$ cat src/rtl/rcc_pkg.sv
package rcc_pkg;
  localparam int unsigned DATA_W  = 32;
  localparam int unsigned CAUSE_W = 3;
  localparam int unsigned NUM_SRC = 7;
  localparam int unsigned NUM_SUP = 3;

  localparam logic [CAUSE_W-1:0] CAUSE_POR  = 3'd0;
  localparam logic [CAUSE_W-1:0] CAUSE_PIN  = 3'd1;
  localparam logic [CAUSE_W-1:0] CAUSE_VDDS = 3'd2;
  localparam logic [CAUSE_W-1:0] CAUSE_VDD  = 3'd3;
  localparam logic [CAUSE_W-1:0] CAUSE_VDDR = 3'd4;
  localparam logic [CAUSE_W-1:0] CAUSE_CLK  = 3'd5;
  localparam logic [CAUSE_W-1:0] CAUSE_SW   = 3'd6;

  localparam int unsigned BIT_SW      = 31;
  localparam int unsigned BIT_WU      = 15;
  localparam int unsigned BIT_GPIO_WU = 14;
  localparam int unsigned BIT_EN_VDDS = 8;
  localparam int unsigned BIT_EN_VDDR = 7;
  localparam int unsigned BIT_EN_VDD  = 6;
  localparam int unsigned BIT_EN_CLK  = 5;
  localparam int unsigned CAUSE_LSB   = 1;

  typedef enum logic [1:0] {
    CAP_ARMED = 2'd0,
    CAP_HELD  = 2'd1,
    CAP_COPY  = 2'd2
  } cap_state_e;
endpackage

$ cat src/rtl/rcc_src_gate.sv
module rcc_src_gate
  import rcc_pkg::*;
#(
  parameter int unsigned N_SRC = NUM_SRC,
  parameter int unsigned N_SUP = NUM_SUP
) (
  input  logic             pin_i,
  input  logic [N_SUP-1:0] bod_i,      // ordered by cause code: vdds, vdd, vddr
  input  logic [N_SUP-1:0] ovr_i,
  input  logic [N_SUP-1:0] en_sup_i,
  input  logic             clk_loss_i,
  input  logic             en_clk_i,
  input  logic             sw_req_i,
  output logic [N_SRC-1:0] req_o,
  output logic             any_o
);
  localparam int unsigned SUP_BASE = 2;

  assign req_o[0] = 1'b0;  // power-on comes from rst_ni
  assign req_o[1] = pin_i;

  for (genvar g = 0; g < N_SUP; g++) begin : g_sup
    assign req_o[SUP_BASE+g] = bod_i[g] & (en_sup_i[g] | ovr_i[g]);
  end

  assign req_o[SUP_BASE+N_SUP]   = clk_loss_i & en_clk_i;
  assign req_o[SUP_BASE+N_SUP+1] = sw_req_i;

  assign any_o = |req_o;
endmodule

$ cat src/rtl/rcc_cause_capture.sv
module rcc_cause_capture
  import rcc_pkg::*;
#(
  parameter int unsigned N_SRC = NUM_SRC,
  parameter int unsigned C_W   = CAUSE_W
) (
  input  logic             clk_i,
  input  logic             rst_ni,
  input  logic [N_SRC-1:0] req_i,
  input  logic             any_i,
  output logic [C_W-1:0]   cause_o
);
  cap_state_e     state_q;
  logic [C_W-1:0] cap_q, cause_q, enc;

  // lowest active code wins
  always_comb begin
    enc = CAUSE_POR;
    for (int k = N_SRC - 1; k >= 1; k--) begin
      if (req_i[k]) enc = C_W'(k);
    end
  end

  always_ff @(posedge clk_i or negedge rst_ni) begin
    if (!rst_ni) begin
      state_q <= CAP_ARMED;
      cap_q   <= CAUSE_POR;
      cause_q <= CAUSE_POR;
    end else begin
      unique case (state_q)
        CAP_ARMED: begin
          if (any_i) begin
            cap_q   <= enc;
            state_q <= CAP_HELD;
          end
        end
        CAP_HELD: begin
          if (!any_i) state_q <= CAP_COPY;
        end
        CAP_COPY: begin
          cause_q <= cap_q;
          if (any_i) begin
            cap_q   <= CAUSE_POR;  // not yet rearmed
            state_q <= CAP_HELD;
          end else begin
            state_q <= CAP_ARMED;
          end
        end
        default: state_q <= CAP_ARMED;
      endcase
    end
  end

  assign cause_o = cause_q;
endmodule

$ cat src/rtl/rcc_rst_stretch.sv
module rcc_rst_stretch #(
  parameter int unsigned STRETCH_CYC = 4
) (
  input  logic clk_i,
  input  logic rst_ni,
  input  logic any_i,
  output logic sys_rst_o
);
  localparam int unsigned CNT_W = $clog2(STRETCH_CYC + 1);
  localparam logic [CNT_W-1:0] CNT_MAX = CNT_W'(STRETCH_CYC);

  logic [CNT_W-1:0] cnt_q;

  always_ff @(posedge clk_i or negedge rst_ni) begin
    if (!rst_ni)                 cnt_q <= CNT_MAX;
    else if (any_i)              cnt_q <= CNT_MAX;
    else if (cnt_q != '0)        cnt_q <= cnt_q - 1'b1;
  end

  assign sys_rst_o = any_i | (cnt_q != '0);
endmodule

$ cat src/rtl/rcc_regs.sv
module rcc_regs
  import rcc_pkg::*;
#(
  parameter int unsigned D_W = DATA_W,
  parameter int unsigned C_W = CAUSE_W
) (
  input  logic           clk_i,
  input  logic           rst_ni,
  input  logic           we_i,
  input  logic [D_W-1:0] wdata_i,
  input  logic [C_W-1:0] cause_i,
  input  logic           io_wake_i,
  input  logic           dbg_wake_i,
  input  logic           pad_sleep_dis_i,
  output logic [2:0]     en_sup_o,   // vdds, vdd, vddr
  output logic           en_clk_o,
  output logic           sw_req_o,
  output logic [D_W-1:0] rdata_o
);
  logic en_vdds_q, en_vddr_q, en_vdd_q, en_clk_q;
  logic sw_q, wu_q, gpio_wu_q;

  always_ff @(posedge clk_i or negedge rst_ni) begin
    if (!rst_ni) begin
      en_vdds_q <= 1'b1;
      en_vddr_q <= 1'b1;
      en_vdd_q  <= 1'b1;
      en_clk_q  <= 1'b1;
      sw_q      <= 1'b0;
    end else begin
      sw_q <= we_i & wdata_i[BIT_SW];  // self-clearing
      if (we_i) begin
        en_vdds_q <= wdata_i[BIT_EN_VDDS];
        en_vddr_q <= wdata_i[BIT_EN_VDDR];
        en_vdd_q  <= wdata_i[BIT_EN_VDD];
        en_clk_q  <= wdata_i[BIT_EN_CLK];
      end
    end
  end

  always_ff @(posedge clk_i or negedge rst_ni) begin
    if (!rst_ni) begin
      wu_q      <= 1'b0;
      gpio_wu_q <= 1'b0;
    end else if (pad_sleep_dis_i) begin
      wu_q      <= 1'b0;
      gpio_wu_q <= 1'b0;
    end else begin
      if (io_wake_i | dbg_wake_i) wu_q      <= 1'b1;
      if (io_wake_i)              gpio_wu_q <= 1'b1;
    end
  end

  always_comb begin
    rdata_o                          = '0;
    rdata_o[BIT_WU]                  = wu_q;
    rdata_o[BIT_GPIO_WU]             = gpio_wu_q;
    rdata_o[BIT_EN_VDDS]             = en_vdds_q;
    rdata_o[BIT_EN_VDDR]             = en_vddr_q;
    rdata_o[BIT_EN_VDD]              = en_vdd_q;
    rdata_o[BIT_EN_CLK]              = en_clk_q;
    rdata_o[CAUSE_LSB +: C_W]        = cause_i;
  end

  assign en_sup_o = {en_vddr_q, en_vdd_q, en_vdds_q};
  assign en_clk_o = en_clk_q;
  assign sw_req_o = sw_q;
endmodule

$ cat src/rtl/reset_cause_ctrl.sv
module reset_cause_ctrl
  import rcc_pkg::*;
#(
  parameter int unsigned STRETCH_CYC = 4
) (
  input  logic              clk_i,
  input  logic              rst_ni,
  input  logic              reset_pin_i,
  input  logic              bod_vdds_i,
  input  logic              bod_vddr_i,
  input  logic              bod_vdd_i,
  input  logic              ovr_vdds_i,
  input  logic              ovr_vddr_i,
  input  logic              ovr_vdd_i,
  input  logic              clk_loss_i,
  input  logic              io_wake_i,
  input  logic              dbg_wake_i,
  input  logic              pad_sleep_dis_i,
  input  logic              reg_we_i,
  input  logic [DATA_W-1:0] reg_wdata_i,
  output logic [DATA_W-1:0] reg_rdata_o,
  output logic              sys_rst_o
);
  logic [NUM_SRC-1:0] req;
  logic               req_any;
  logic [NUM_SUP-1:0] en_sup;
  logic               en_clk, sw_req;
  logic [CAUSE_W-1:0] cause;

  rcc_regs #(.D_W(DATA_W), .C_W(CAUSE_W)) i_regs (
    .clk_i, .rst_ni,
    .we_i           (reg_we_i),
    .wdata_i        (reg_wdata_i),
    .cause_i        (cause),
    .io_wake_i,
    .dbg_wake_i,
    .pad_sleep_dis_i,
    .en_sup_o       (en_sup),
    .en_clk_o       (en_clk),
    .sw_req_o       (sw_req),
    .rdata_o        (reg_rdata_o)
  );

  rcc_src_gate #(.N_SRC(NUM_SRC), .N_SUP(NUM_SUP)) i_gate (
    .pin_i      (reset_pin_i),
    .bod_i      ({bod_vddr_i, bod_vdd_i, bod_vdds_i}),
    .ovr_i      ({ovr_vddr_i, ovr_vdd_i, ovr_vdds_i}),
    .en_sup_i   (en_sup),
    .clk_loss_i,
    .en_clk_i   (en_clk),
    .sw_req_i   (sw_req),
    .req_o      (req),
    .any_o      (req_any)
  );

  rcc_cause_capture #(.N_SRC(NUM_SRC), .C_W(CAUSE_W)) i_cap (
    .clk_i, .rst_ni,
    .req_i   (req),
    .any_i   (req_any),
    .cause_o (cause)
  );

  rcc_rst_stretch #(.STRETCH_CYC(STRETCH_CYC)) i_stretch (
    .clk_i, .rst_ni,
    .any_i     (req_any),
    .sys_rst_o
  );
endmodule

$ cat config.mk
export PLATFORM = sky130hd
export DESIGN_NAME = reset_cause_ctrl
export DESIGN_NICKNAME = d
export VERILOG_FILES = /design/src/rtl/rcc_pkg.sv /design/src/rtl/rcc_src_gate.sv /design/src/rtl/rcc_cause_capture.sv /design/src/rtl/rcc_rst_stretch.sv /design/src/rtl/rcc_regs.sv /design/src/rtl/reset_cause_ctrl.sv
export SDC_FILE = /design/constraint.sdc
export NUM_CORES = 1
export LEC_CHECK = 0
export BUFFER_PORTS_ARGS = -buffer_cell sky130_fd_sc_hd__buf_2
export CAP_MARGIN = 20
export CORE_AREA = 4 4 50 74
export CTS_CLUSTER_DIAMETER = 150
export CTS_CLUSTER_SIZE = 25
export DETAILED_ROUTE_END_ITERATION = 16
export DIE_AREA = 0 0 54 78
export PLACE_DENSITY = 0.78
export SYNTH_ARGS = -nofsm -noshare
export SYNTH_HDL_FRONTEND = slang
export SYNTH_SLANG_ARGS = --single-unit
$ cat constraint.sdc
create_clock -name clk_i -period 1.6 [get_ports clk_i]
set_clock_uncertainty 0.2 [all_clocks]
set_input_delay 0.08 -clock clk_i [delete_from_list [all_inputs] [get_ports clk_i]]
set_output_delay 0.08 -clock clk_i [all_outputs]
set_load 0.1 [all_outputs]
==> results of run 1 <==
==> tightest hold or removal path, delay by kind of cell <==
family                 cells  cell delay, ps
buffers and inverters      2             230
AOI/OAI and AO/OA          2             140
==> metrics by stage <==
stage	TNS, ps	hold slack (ps)	cell area, µm²	cells
CTS	-316	37.0	1430	187
finish	-305	40.4	1430	187
detailed placement	-134	-171	1240	170
global placement	-84.2	-172	1240	170
floorplan	-479	-416	1140	122
global route	-412	86.4	1430	187
==> state kept, by name, indices dropped and copies added, names as in the netlist <==
signal and flops:
i_cap.cap_q 3, i_cap.cause_o 3, i_stretch.cnt_q 3, i_cap.state_q 2, i_regs.en_clk_o 1, i_regs.en_vdd_q 1, i_regs.en_vddr_q 1, i_regs.en_vdds_q 1
i_regs.gpio_wu_q 1, i_regs.sw_req_o 1, i_regs.wu_q 1
==> logic make-up (layout without fill, tap and decap cells) <==
logic type      Yosys count  in the layout  synth area share, %
mux                       9              9                 9.38
fa+ha+maj                 2              2                 2.37
xor+xnor                  1              1                0.832
simple gates             23             23                 12.6
compound gates           13             13                 9.03
flops                    18             18                 43.3
other cells               1             23                0.356
buf+inv                  33             58                 22.1
==> worst min-delay path by stage <==
| stage | start | end | slack [ps] | cells past startpoint |
|---|---|---|---|---|
| floorplan | rst_ni | i_cap.cap_q[0]$_DFFE_PN0P_ | -420 | 0 |
| global placement | rst_ni | i_cap.cap_q[0]$_DFFE_PN0P_ | -170 | 1 |
| detailed placement | rst_ni | i_regs.gpio_wu_q$_DFFE_PN0P_ | -170 | 1 |
| CTS | reset_pin_i | i_cap.cap_q[1]$_DFFE_PN0P_ | 40 | 4 |
| global route | reset_pin_i | i_cap.cap_q[1]$_DFFE_PN0P_ | 90 | 4 |
| finish | reset_pin_i | i_cap.cap_q[1]$_DFFE_PN0P_ | 40 | 4 |
==> final cells by class <==
class | count | area [µm²]
sequential | 18 | 457
clock buffer | 4 | 45.0
fill | 283 | 1660
tap | 40 | 50.0
inverter | 4 | 15.0
multi-input combinational | 71 | 459
timing repair buffer | 50 | 408
==> what timing repair did <==
action                                  in CTS  in global routing
endpoints found under the setup margin       3                  5
hold buffers                                13                  0
gates cloned                                 0                  0
pin swaps                                    0                  1
gates resized for setup                      3                  2
endpoints found under the hold margin       26                  0
==> per-layer routing <==
metal / global-route usage (%) / vias up / part of all wire, %
met1: 10.0 / 352 / 35
met4: 3.74 / 0 / 1.5
li1: - / 375 / -
met5: 0 / - / 0
met2: 18.7 / 37 / 54
met3: 2.11 / 4 / 9.7
==> synth_stat cells (2+ instances only) <==
master and instances:
buf_4 29, dfrtp_1 13, mux2_2 6, nor2_1 6, dfstp_2 5, nand2_1 5, inv_1 4, o21ai_0 3
and2_1 2, ha_1 2, mux2i_1 2, nand2b_1 2, o21ai_2 2
==> power groups by stage <==
stage,logic (mW),clock network (mW),registers [mW]
6_report,0.797,0.318,0.576
5_1_grt,0.838,0.353,0.586
4_1_cts,0.799,0.333,0.576
3_5_place_dp,0.768,0,0.584
3_3_place_gp,0.761,0,0.582
2_1_floorplan,0.513,0,0.733
==> results.md, run 1 <==
* Count of pins over their slew limit at 0
* Pleak at 0.711 nW
* Flop pwr share at 34.1%
* DRC viols at 0
* DR vias at 768
* Failing checks: negative setup slack
* Clk buf depth at 2
* R2R Path End: i_cap.cap_q[0]$_DFFE_PN0P_
* Vias per inst at 4.11
* Die area at between 4000 and 5000 µm²
* Top delay family on crit path: simple AND/OR/NAND/NOR gates
* Fmax at about 540 MHz
* Cts bufs inserted at 3
* Clock share of power at 18.8%
* Site Rows at 25
* Crit path capture: sys_rst_o
* Number of max-cap violations at 0
* Synth area leader: dfrtp_1
* Total Power at 1.69 mW
* Dpl ws at -81.1 ps
* Net Sw Frac at 46.6%
* Final hold vios at 0
* Total Wirelength at around 2 mm
* Worst path bufs/invs at 1
* Gr usage total at 9.96%
* Gp weighted congestion at 0.776
* Post-synth EDFFs at 0
* Routed len/inst at 10.7 µm
* Synthesized cell area at ~1100 µm²
* RSZ-0062 raised after global routing: true
* Die Y at 78 µm
* Area Growth Syn to Fin at 36.1%
* CTS tree: done
* RR Startpoint: i_regs.en_vddr_q$_DFFE_PN1P_
* Peak VDD IR at between 0.7 and 0.8 mV
* Ys async rst share at 100%
* H-Tree Depth at 1
* Clk root buf: clkbuf_8
* DP HPWL at 1.57 mm
* Final setup violation count at 2
* Critical Path RT at 1320 ps
* Most frequent cells in the layout: 23 x conb_1, 23 x buf_2, 13 x dlygate4sd3_1, 13 x dfrtp_1, 8 x buf_4
* R2R depth at 4
* Crit path launch: i_regs.en_vdd_q$_DFFE_PN1P_
* CP max stage delay at 380 ps
* Worst setup SP type: register
* ANT nets after route at 0
* Psw at about 0.79 mW
* Largest net degree at the start of global routing at 19
* Core footprint at around 3100 µm²
* HP Class: in2reg
* Fraction of post-synthesis cell area in the top cell type by area at 30.9%
* Antenna violations before repair at 0
* WP depth at 5
* Fin util at 46.3%
* Critical-path maximum fanout at 3
* Post-synth top flop: dfrtp_1
* Worst setup margin at -244 ps
* CP Data Arrival Time at between 1500 and 2000 ps
* Clk_lat worst skew at 250 ps
* Die span in x at 54 µm
* Largest cells by area after synthesis: dfrtp_1 31%, buf_4 21%, dfstp_2 12%
* First-pass detailed-route iteration total at 4
* Int Pwr at 0.903 mW
* Synth warnings at 0
* DRT iter0 DRCs at 3
* Fraction of layout cells with a size suffix above 1 at 38.8%
* Syn_area_per_cell at 10.5 µm²
* Critical path, cell by cell: o21ai_4 -> nand2_2 -> nor4_4 -> nand3b_1 -> buf_6
* Internal reg-to-reg setup slack at -60 ps
* Overflow after GRT at 0
* IO Count at 79
* Clk sinks at 18
* Register area share after synthesis at 43.3%
* Layout net count at 196
* First-pass GRT wire length at 3.06 mm
* PD cells at around 1200 nW/µm²
* Synth Instances at 100
* Ant diodes at 0
* Outcome: finished with violations
* Port buffer count at 28
* Vias in the first global route at 728
* Starting density of the core at 34.0%
* Crit path time final at 1840 ps
* Postcts setup bufs at 0
* Worst Setup End Kind: output pin
* Crit-path slowest cell: dfstp_2
* WS Path Type: reg2out
* Netlist cell types at 32
* Comb pwr share at 47.1%
* Number of synthesized register bits at 18
* Final Cycle Share at 115%
* Clk slew on worst S/H paths at 70 ps
Power figures use the tool's default switching activity.
==> inputs of run 2 (changes only) <==
--- a/config.mk
+++ b/config.mk
@@ -7,12 +7,14 @@
 export LEC_CHECK = 0
 export BUFFER_PORTS_ARGS = -buffer_cell sky130_fd_sc_hd__buf_2
 export CAP_MARGIN = 20
-export CORE_AREA = 4 4 50 74
+export CORE_AREA = 4 4 52 77
 export CTS_CLUSTER_DIAMETER = 150
 export CTS_CLUSTER_SIZE = 25
 export DETAILED_ROUTE_END_ITERATION = 16
-export DIE_AREA = 0 0 54 78
-export PLACE_DENSITY = 0.78
+export DIE_AREA = 0 0 56 81
+export PLACE_DENSITY = 0.75
+export RECOVER_POWER = 25
 export SYNTH_ARGS = -nofsm -noshare
 export SYNTH_HDL_FRONTEND = slang
+export SYNTH_HIERARCHICAL = 1
 export SYNTH_SLANG_ARGS = --single-unit
==> run 2 against run 1 <==
The run still ends with negative setup slack left. Sequential share of layout area shrank 1.3 points. Wire length grew 6.1%. Global-route usage shrank 0.28 points. Cell area grew 4.1%. Worst setup slack lost 210 ps.
==> results.md, run 2 <==
* Crit path time final at 2050 ps (was 1840 ps)
* Fmax at 487 MHz (was 542 MHz)
* Area after DPL at 1250 µm² (was 1240 µm²)
* Area Growth Syn to Fin at 33.1% (was 36.1%)
* Worst Tran Pin Value at about 950 ps
* Multi-input gate area at 484 µm² (was 459 µm²)
* Clk root buf: clkbuf_8 (unchanged)
* Layout net count at 198 (was 196)
* Final Cycle Share at 128% (was 115%)
* Gp weighted congestion at 0.694 (was 0.776)
* Fillcell total at 325 (was 283)
* Pleak at 0.743 nW (was 0.711 nW)
* Critical path, cell by cell: o21a_1 -> or4_4 -> or2_4 -> buf_12 (was o21ai_4 -> nand2_2 -> nor4_4 -> nand3b_1 -> buf_6)
* HP Class: in2reg (unchanged)
* Vias per inst at 4.09 (was 4.11)
* Synthesized cell area at 1120 µm² (was 1050 µm²)
* Cts bufs inserted at 3 (unchanged)
* Port buffer count at 28 (unchanged)
* CP Data Arrival Time at 1770 ps (was 1560 ps)
* Vias in the first global route at 793 (was 728)
* Ant diodes at 0 (unchanged)
* DRT iter0 DRCs at 15 (was 3)
* Die area at 4540 µm² (was 4210 µm²)
* Core footprint at 3380 µm² (was 3100 µm²)
* Final setup violation count at 9 (was 2)
* First-pass GRT wire length at 3.38 mm (was 3.06 mm)
* Die span in x at 56 µm (was 54 µm)
* Synth Instances at 106 (was 100)
* CTS tree: done (unchanged)
* Total Power at 1.67 mW (was 1.69 mW)
* CP max stage delay at 540 ps (was 380 ps)
* Peak VDD IR at 0.577 mV (was 0.756 mV)
* ANT nets after route at 0 (unchanged)
* Post-route setup TNS at -2670 ps (was -305 ps)
* Worst Setup End Kind: output pin (unchanged)
* Gr usage total at 9.68% (was 9.96%)
* Outcome: finished with violations (unchanged)
* RSZ-0062 raised after global routing: true (unchanged)
* Design area at 1490 µm² (was 1430 µm²)
* Number of max-cap violations at 0 (unchanged)
* Slew Limit Headroom at between 30% and 40%
* PD cells at 1120 nW/µm² (was 1180 nW/µm²)
* Crit-path slowest cell: or4_4 (was dfstp_2)
* Final hold vios at 0 (unchanged)
* Starting density of the core at 33.1% (was 34.0%)
* Die Y at 81 µm (was 78 µm)
* Most frequent cells in the layout: 23 x conb_1, 23 x buf_2, 14 x dlygate4sd3_1 (was 23 x conb_1, 23 x buf_2, 13 x dlygate4sd3_1, 13 x dfrtp_1, 8 x buf_4)
* Routed len/inst at 11.1 µm (was 10.7 µm)
* WS Path Type: reg2out (unchanged)
* Site Rows at 26 (was 25)
* Overflow after GRT at 0 (unchanged)
* Total Wirelength at 2.12 mm (was 2.00 mm)
* Failing checks: negative setup slack (unchanged)
* IO Count at 79 (unchanged)
* Clk sinks at 18 (unchanged)
* Antenna violations before repair at 0 (unchanged)
* Fin util at 44.1% (was 46.3%)
* DR vias at 782 (was 768)
* Synth warnings at 6 (was 0)
* Largest net degree at the start of global routing at 19 (unchanged)
* Clk_lat worst skew at 250 ps (about the same)
* First-pass detailed-route iteration total at 2 (was 4)
* Placed cell count at 172 (was 170)
* Worst setup margin at -452 ps (was -244 ps)
* DP HPWL at 1.58 mm (was 1.57 mm)
* Finished Layout Cells at 191 (was 187)
* Fraction of layout cells with a size suffix above 1 at 45.6% (was 38.8%)
* Syn_area_per_cell at 10.6 µm² (was 10.5 µm²)
* H-Tree Depth at 1 (unchanged)
* Count of pins over their slew limit at 0 (unchanged)
* Clk slew on worst S/H paths at 70 ps (about the same)
* DRC viols at 0 (unchanged)
* FF+latch area at 457 µm² (unchanged)
* Worst setup SP type: register (unchanged)
* Critical Path RT at 1320 ps (about the same)
* Critical-path maximum fanout at 2 (was 3)
* Clk buf depth at 2 (unchanged)
-- run 2: final cells by class --
class                      instances  share of cell area [%]
multi-input combinational         70                    32.4
sequential                        18                    30.6
timing repair buffer              54                    29.0
clock buffer                       4                    3.69
tap                               42                    3.52
inverter                           3                   0.754
-- run 2: routing by layer --
metal	track usage (%)	wire [µm]	up-vias
met3	1.75	146	2
met4	4.99	23	0
met1	8.93	733	371
met2	19.7	1220	29
met5	0	0	-
li1	-	-	380
-- run 2: metrics by stage --
step,setup WS [ps],hold slack (ps)
after CTS,-522,30.4
after global placement,-370,-167
after global routing,-496,54.4
after detailed placement,-397,-164
after floorplan,-275,-416
final,-452,31.6
-- run 2: power by group --
group	internal, mW	switching (mW)	total [mW]
clock	0.218	0.143	0.362
sequential	0.525	0.0348	0.560
combinational	0.181	0.565	0.746
total	0.924	0.743	1.67
-- run 2: critical path, delay by kind of cell, from the launching register on --
| family | cells | cell delay [ps] |
|---|---|---|
| flops | 1 | 370 |
| simple gates | 2 | 790 |
| compound gates | 1 | 190 |
| buf+inv | 1 | 160 |
-- run 2: worst paths after layout --
kind / startpoint / to / slack (ps) / cells after the start
setup reg to reg: i_regs/en_vdd_q$_DFFE_PN1P_ / i_cap/cap_q[0]$_DFFE_PN0P_ / -420 / 7
hold / removal: reset_pin_i / i_cap/cap_q[2]$_DFFE_PN0P_ / 30 / 5
min in group asynchronous: rst_ni / i_cap/cap_q[0]$_DFFE_PN0P_ / 290 / 2
max in group asynchronous: rst_ni / i_stretch/cnt_q[1]$_DFFE_PN0P_ / 330 / 2
setup / recovery: i_regs/en_vdd_q$_DFFE_PN1P_ / sys_rst_o / -450 / 4
hold reg to reg: i_cap/cap_q[2]$_DFFE_PN0P_ / i_cap/cap_q[2]$_DFFE_PN0P_ / 270 / 2
-- run 2: repair_timing --
action	CTS	global route
endpoints found under the hold margin	26	1
hold buffers	14	1
pin swaps	3	2
buffers inserted	1	0
endpoints found under the setup margin	9	12
cloned	0	0
resized for setup	7	3
